<file path="src/rtl/arith2_pkg.sv">
package arith2_pkg;

  typedef enum logic [2:0] {
    OP_ADD    = 3'd0,
    OP_SUB    = 3'd1,
    OP_ADDSUB = 3'd2,
    OP_UP     = 3'd3,
    OP_DOWN   = 3'd4,
    OP_GE     = 3'd5,
    OP_NE     = 3'd6,
    OP_LE     = 3'd7
  } op_e;

  typedef struct packed {
    logic sum_path;  // result comes from the ripple adder
    logic res_zero;  // compare: arithmetic result suppressed
    logic is_ne;     // not-equal path
    logic is_cnt;    // counter path
    logic cnt_down;  // count direction
    logic swap;      // x=b, y=a
    logic inv_y;     // invert second operand
  } ctl_t;

endpackage

</file>
<file path="src/rtl/arith2_opsel.sv">
module arith2_opsel
  import arith2_pkg::*;
#(
  parameter int W = 2
) (
  input  logic [2:0]   op_i,
  input  logic         dyn_sub_i,
  input  logic [W-1:0] a_i,
  input  logic [W-1:0] b_i,
  output ctl_t         ctl_o,
  output logic [W-1:0] x_o,
  output logic [W-1:0] y_o
);

  always_comb begin
    ctl_o = '0;
    unique case (op_e'(op_i))
      OP_ADD:    ctl_o.sum_path = 1'b1;
      OP_SUB: begin
        ctl_o.sum_path = 1'b1;
        ctl_o.inv_y    = 1'b1;
      end
      OP_ADDSUB: begin
        ctl_o.sum_path = 1'b1;
        ctl_o.inv_y    = dyn_sub_i;
      end
      OP_UP:     ctl_o.is_cnt = 1'b1;
      OP_DOWN: begin
        ctl_o.is_cnt   = 1'b1;
        ctl_o.cnt_down = 1'b1;
      end
      OP_GE: begin
        ctl_o.sum_path = 1'b1;
        ctl_o.res_zero = 1'b1;
        ctl_o.inv_y    = 1'b1;
      end
      OP_NE: begin
        ctl_o.is_ne    = 1'b1;
        ctl_o.res_zero = 1'b1;
      end
      OP_LE: begin
        ctl_o.sum_path = 1'b1;
        ctl_o.res_zero = 1'b1;
        ctl_o.swap     = 1'b1;
        ctl_o.inv_y    = 1'b1;
      end
      default:   ctl_o = '0;
    endcase
  end

  logic [W-1:0] y_raw;

  assign x_o   = ctl_o.swap ? b_i : a_i;
  assign y_raw = ctl_o.swap ? a_i : b_i;
  assign y_o   = y_raw ^ {W{ctl_o.inv_y}};

endmodule

</file>
<file path="src/rtl/arith2_ripple.sv">
module arith2_ripple #(
  parameter int W = 2
) (
  input  logic [W-1:0] x_i,
  input  logic [W-1:0] y_i,
  input  logic         cin_i,
  output logic [W-1:0] sum_o,
  output logic         cout_o,
  output logic         gen_o,
  output logic         prop_o
);

  logic [W-1:0] g;
  logic [W-1:0] p;
  logic [W:0]   c;
  logic [W-1:0] gacc;
  logic [W-1:0] pacc;

  assign c[0] = cin_i;

  for (genvar i = 0; i < W; i++) begin : g_bit
    assign g[i]     = x_i[i] & y_i[i];
    assign p[i]     = x_i[i] ^ y_i[i];
    assign c[i+1]   = g[i] | (p[i] & c[i]);
    assign sum_o[i] = p[i] ^ c[i];
    if (i == 0) begin : g_first
      assign gacc[i] = g[i];
      assign pacc[i] = p[i];
    end else begin : g_rest
      assign gacc[i] = g[i] | (p[i] & gacc[i-1]);
      assign pacc[i] = p[i] & pacc[i-1];
    end
  end

  assign cout_o = c[W];
  assign gen_o  = gacc[W-1];
  assign prop_o = pacc[W-1];

endmodule

</file>
<file path="src/rtl/arith2_counter.sv">
module arith2_counter #(
  parameter int W = 2
) (
  input  logic         clk_i,
  input  logic         rst_ni,
  input  logic         step_i,
  input  logic         down_i,
  output logic [W-1:0] cnt_o,
  output logic         at_limit_o
);

  localparam logic [W-1:0] MAXV = {W{1'b1}};
  localparam logic [W-1:0] ONE  = {{(W-1){1'b0}}, 1'b1};

  logic [W-1:0] cnt_q;

  always_ff @(posedge clk_i or negedge rst_ni) begin
    if (!rst_ni) begin
      cnt_q <= '0;
    end else if (step_i) begin
      cnt_q <= down_i ? (cnt_q - ONE) : (cnt_q + ONE);
    end
  end

  assign cnt_o      = cnt_q;
  assign at_limit_o = down_i ? (cnt_q == '0) : (cnt_q == MAXV);

endmodule

</file>
<file path="src/rtl/arith2_slice.sv">
module arith2_slice
  import arith2_pkg::*;
#(
  parameter int W = 2
) (
  input  logic         clk_i,
  input  logic         rst_ni,
  input  logic [2:0]   op_i,
  input  logic         dyn_sub_i,
  input  logic         cnt_en_i,
  input  logic [W-1:0] a_i,
  input  logic [W-1:0] b_i,
  input  logic         cin_i,
  output logic [W-1:0] res_o,
  output logic         cout_o,
  output logic         gen_o,
  output logic         prop_o,
  output logic [W-1:0] cnt_o
);

  ctl_t         ctl;
  logic [W-1:0] x;
  logic [W-1:0] y;
  logic [W-1:0] sum;
  logic         rc_cout;
  logic         rc_gen;
  logic         rc_prop;
  logic [W-1:0] cnt;
  logic         at_limit;
  logic         ne;

  arith2_opsel #(.W(W)) u_opsel (
    .op_i      (op_i),
    .dyn_sub_i (dyn_sub_i),
    .a_i       (a_i),
    .b_i       (b_i),
    .ctl_o     (ctl),
    .x_o       (x),
    .y_o       (y)
  );

  arith2_ripple #(.W(W)) u_ripple (
    .x_i    (x),
    .y_i    (y),
    .cin_i  (cin_i),
    .sum_o  (sum),
    .cout_o (rc_cout),
    .gen_o  (rc_gen),
    .prop_o (rc_prop)
  );

  arith2_counter #(.W(W)) u_cnt (
    .clk_i      (clk_i),
    .rst_ni     (rst_ni),
    .step_i     (ctl.is_cnt & cnt_en_i & cin_i),
    .down_i     (ctl.cnt_down),
    .cnt_o      (cnt),
    .at_limit_o (at_limit)
  );

  assign ne    = (a_i != b_i);
  assign cnt_o = cnt;

  always_comb begin
    res_o  = '0;
    cout_o = 1'b0;
    gen_o  = 1'b0;
    prop_o = 1'b0;
    if (ctl.sum_path) begin
      res_o  = ctl.res_zero ? '0 : sum;
      cout_o = rc_cout;
      gen_o  = rc_gen;
      prop_o = rc_prop;
    end else if (ctl.is_ne) begin
      cout_o = ne | cin_i;
      gen_o  = ne;
      prop_o = ~ne;
    end else if (ctl.is_cnt) begin
      res_o  = cnt;
      cout_o = cin_i & at_limit;
      prop_o = at_limit;
    end
  end

endmodule

</file>
<file path="config.mk">
export PLATFORM = sky130hd
export DESIGN_NAME = arith2_slice
export DESIGN_NICKNAME = d
export VERILOG_FILES = /design/src/rtl/arith2_pkg.sv /design/src/rtl/arith2_opsel.sv /design/src/rtl/arith2_ripple.sv /design/src/rtl/arith2_counter.sv /design/src/rtl/arith2_slice.sv
export SDC_FILE = /design/constraint.sdc
export NUM_CORES = 1
export LEC_CHECK = 0
export BUFFER_PORTS_ARGS = -buffer_cell sky130_fd_sc_hd__buf_2
export CAP_MARGIN = 15
export CORE_AREA = 2 2 39 41
export CTS_BUF_LIST = sky130_fd_sc_hd__clkbuf_16
export DETAILED_ROUTE_END_ITERATION = 7
export DIE_AREA = 0 0 41 43
export PLACE_DENSITY_LB_ADDON = 0.2
export REMOVE_ABC_BUFFERS = 1
export SLEW_MARGIN = 20
export SYNTH_ARGS = -nofsm -noshare
export SYNTH_HDL_FRONTEND = slang
export SYNTH_SLANG_ARGS = --single-unit
export TNS_END_PERCENT = 100
</file>
<file path="constraint.sdc">
create_clock -name clk_i -period 7.9 [get_ports clk_i]
set_input_delay 1.185 -clock clk_i [delete_from_list [all_inputs] [get_ports clk_i]]
set_output_delay 1.185 -clock clk_i [all_outputs]
set_load 0.02 [all_outputs]
</file>
# After elaboration in Yosys (flattened, before gate mapping)
# Index checks and enable logic that the tools add are counted.
# totals
register_bits,2
inputBits,12
output_inout_bits,7
elab_cells,60
# classes
n_eq_ne,9
reduce_logical,6
add_sub_neg,2
bitwise,19
muxes,23
# op_table
cell,n
two-way mux 1 bit,15
two-way mux 2 bit,7
== test 3 bit (second input constant),4
AND 1 bit,9
== test 3 x 2 -> 1 bit (second input constant),2
OR reduction 3 bit,2
OR reduction 5 bit,1
OR 1 bit,4
XOR 1 bit,4
== test 3 x 1 -> 1 bit (second input constant),1
zero test 3 bit,1
adder 2 x 1 -> 2 bit (second input constant),1
== test 2 bit (second input constant),1
zero test 2 bit,1
inequality test 2 bit,1
one-hot mux 1 bit (2 select lines),1
OR reduction 2 bit,1
subtractor 2 x 1 -> 2 bit (second input constant),1
XOR 2 bit,1
inverter 1 bit,1

# Logic depth before layout (Yosys ltp)
# logic_depth
ltp_word,10
mapped_depth,10
mapped_depth_nobuf,9

# Cells and area by module
# Synthesis repeated with hierarchy kept, for this count alone.
# hier_totals
cells_unflattened,82
area_unflattened_um2,636.9
# modules_own_cells
mod,cells_each,n_inst,area_each_um2
arith2_opsel,36,1,296.5
arith2_slice,22,1,135.1
arith2_ripple,14,1,108.9
arith2_counter,10,1,96.3

# Worst setup path before layout
# Ideal clock, no wire load.
# synth_path
kind,in2out
from,in op_i[0]
to,out res_o[1]
path_slack_ns,3.602
n_path_buf,0
required_time_ns,6.715
path_stages,9
arrival_ns,3.113
path_cell_list,or3b_1 a21oi_1 a211oi_1 fa_1 inv_1 fa_1 nor2b_1 o21ai_0 o21ai_0
# synth_between
elab_chain_cells,10
word_cells_on_any_way,31
cone_classes,eq/ne (7); mux (12); bitwise (7); reduce/logical (5)
# synth_lines
item,line_no,rtl
"start, declared",arith2_slice.sv:8,"input logic [2:0] op_i,"
== test 3 x 1 -> 1 bit or == test 3 bit (tied branches),arith2_opsel.sv:17,unique case (op_e'(op_i))
OR reduction 3 bit (no line) or two-way mux 1 bit (tied branches),--,
one-hot mux 1 bit (2 select lines) or two-way mux 2 bit (tied branches),"arith2_opsel.sv:17, arith2_opsel.sv:54",
XOR 2 bit,arith2_opsel.sv:55,assign y_o = y_raw ^ {W{ctl_o.inv_y}};
XOR 1 bit,arith2_ripple.sv:23,assign p[i] = x_i[i] ^ y_i[i];
AND 1 bit,arith2_ripple.sv:24,assign c[i+1] = g[i] | (p[i] & c[i]);
OR 1 bit,arith2_ripple.sv:24,
XOR 1 bit,arith2_ripple.sv:25,assign sum_o[i] = p[i] ^ c[i];
two-way mux 2 bit,arith2_slice.sv:70,res_o = ctl.res_zero ? '0 : sum;
two-way mux 2 bit (*),arith2_slice.sv:69,if (ctl.sum_path) begin
"end, declared",arith2_slice.sv:14,"output logic [W-1:0] res_o,"
# Mark *: on every way between the ends. The rest lies on a longest branch, timed or not.

# Worst setup path after layout
# Ends and elaborated chain as after synthesis.

==> metrics <==
status finished, final reports clean; area of the multi-input gates 439 µm²; Syn Inst Count 69; clk_lat worst skew 0.22 ns; CTS clk-pin slew, worst paths 0.03 ns; Crit Path Category primary input to primary output; Die Y 43 µm; die area 1760 µm²; Area Overhead vs Synth 32.1%; synth top area cells dfrtp_1, fa_1, xor2_1; HPWL after DPL 986 µm; asr flop ratio synth 1.00; CP required 6.71 ns; setup TNS 0 ns; initial drt markers 10; Wirelength per Cell 12.7 µm; list of most frequent post-synthesis cells nand2_1, a21oi_1, nand2b_1, o21ai_0; FF+latch count, synth 2; gr usage total 0.177; core area 1380 µm²; Worst Tran Pin Value 0.256 ns; Leak 0.351 nW; port bufs 18; routed wire length 1.31 mm; Resize count post-CTS 0; Main synth FF type dfrtp_1; postcts setup bufs 0; Worst Setup Start Kind primary input; Max Cap Viol 0; vias in the first global route 537; Nets 105; initial antenna violation count 0; min Tclk post-route 4.61 ns; CTS tree done; Unique masters post-synth 34; Max Clk Rate 217 MHz; cell with the most instances after synthesis nand2_1; Post-synth EDFFs 0; YS warnings 0; Num CTS Buffers 3; vias per cell 5.64; total power 0.162 mW; clk root buf clkbuf_16; Reg area 50.0 µm²; CP arrival 3.42 ns; Post-CTS Hold Buffers 0; post-synth top area share 0.0959; worst ir drop on vdd 0.0000744 V; Pwr per Cell Area 235 nW/µm²; drt pass-1 iters 4; RSZ-0062 raised after global routing no; Crit Path Max Fanout 17; Top Ports 19; max-slew violation count 0; FILL cells 142; Post-Route Skew 0.000660 ns; initial core utilization 0.377; CTS sink cnt 2; Fin Hold WS 0.552 ns; max reg flops 2; first-pass GRT wire length 2.15 mm; largest area contributor in the netlist dfrtp_1; Setup violations, final 0; share of cells above drive strength 1 0.276; DRC Markers 0; ANT nets after route 0; Critical Path End Type primary output; n_diodes 0; total gr overflow 0; largest net degree at the start of global routing 18; H-tree depth 1; hold crit path type flip-flop to flip-flop; synthesized area 522 µm²; maximum clock insertion buffer count 2; # rows 14; die width 41 µm; Final Wtd Congestion 0.769; part of the cycle the worst path needs 0.583; Final Hold Fails 0; DR vias 581; sequential area share after synthesis 0.0959; Mean Syn Cell Area 7.56 µm²; max_slew headroom 0.825
-- metrics by stage --
step | util | cells | instance area [µm²] | setup slack (ns)
finish | 0.498 | 103 | 689 | 3.29
global route | 0.498 | 103 | 689 | 3.10
global placement | 0.444 | 100 | 614 | 3.30
floorplan | - | 66 | 504 | 3.60
CTS | 0.498 | 103 | 689 | 3.27
detailed placement | 0.444 | 100 | 614 | 3.28
-- where the power goes --
| part | switching, mW | total (mW) | internal, mW |
|---|---|---|---|
| combinational | 0.0367 | 0.0621 | 0.0254 |
| clock | 0.0111 | 0.0755 | 0.0644 |
| sequential | 0.00897 | 0.0245 | 0.0155 |
-- cell families after synthesis --
family	Yosys count	share of synthesized area
adders and majority gates	4	0.125
DFF	2	0.0959
buffers and inverters	7	0.0623
xor gates and xnor gates	4	0.0671
and+or+nand+nor	26	0.302
muxes	2	0.0408
AOI/OAI and AO/OA	24	0.307
-- metal layers --
metal	wire (µm)	up-vias	global-route usage	part of all wire
met4	0	0	0.0600	0
met1	626	276	0.218	0.48
met2	609	13	0.281	0.47
li1	-	292	-	-
met3	69	0	0.0471	0.053
met5	0	-	0	0
-- cell usage in the layout, fill, tap and decap left out, drive strengths merged, types with 2 or more instances in the layout --
cell type / Yosys / layout
ha: 2 / 2
inv: 4 / 4
nand2b: 5 / 5
nand3: 2 / 2
o21ai: 5 / 5
nand2: 7 / 7
o22ai: 3 / 3
nor2b: 2 / 2
dfrtp: 2 / 2
clkbuf: 0 / 3
buf: 3 / 18
or3b: 3 / 3
a21oi: 6 / 6
fa: 2 / 2
xor2: 4 / 4
a211o: 2 / 2
-- layout make-up --
class                      count  share of cell area
clock buffer                   3               0.109
inverter                       4              0.0218
multi-input combinational     60               0.637
sequential                     2              0.0726
tap                           16              0.0290
timing repair buffer          18               0.131
-- path summary, 6_finish.rpt --
path	start	endpoint	slack [ns]	cells past startpoint
worst max register to register	u_cnt.cnt_o[0]	u_cnt.cnt_o[1]	6.53	3
max in group asynchronous	rst_ni	u_cnt.cnt_o[0]	7.06	1
worst min register to register	u_cnt.cnt_o[1]	u_cnt.cnt_o[1]	0.55	1
worst min-delay path	u_cnt.cnt_o[1]	u_cnt.cnt_o[1]	0.55	1
worst max-delay path	op_i[0]	res_o[1]	3.29	11
min in group asynchronous	rst_ni	u_cnt.cnt_o[1]	0.74	1
-- critical path, stage by stage --
cell	delay, ns
buf_2	0.19
or3b_1	0.40
a21oi_1	0.20
a211oi_1	0.08
fa_1	0.37
inv_1	0.07
fa_1	0.41
nor2b_1	0.14
o21ai_0	0.13
o21ai_0	0.09
buf_2	0.17
Power figures use the tool's default switching activity.
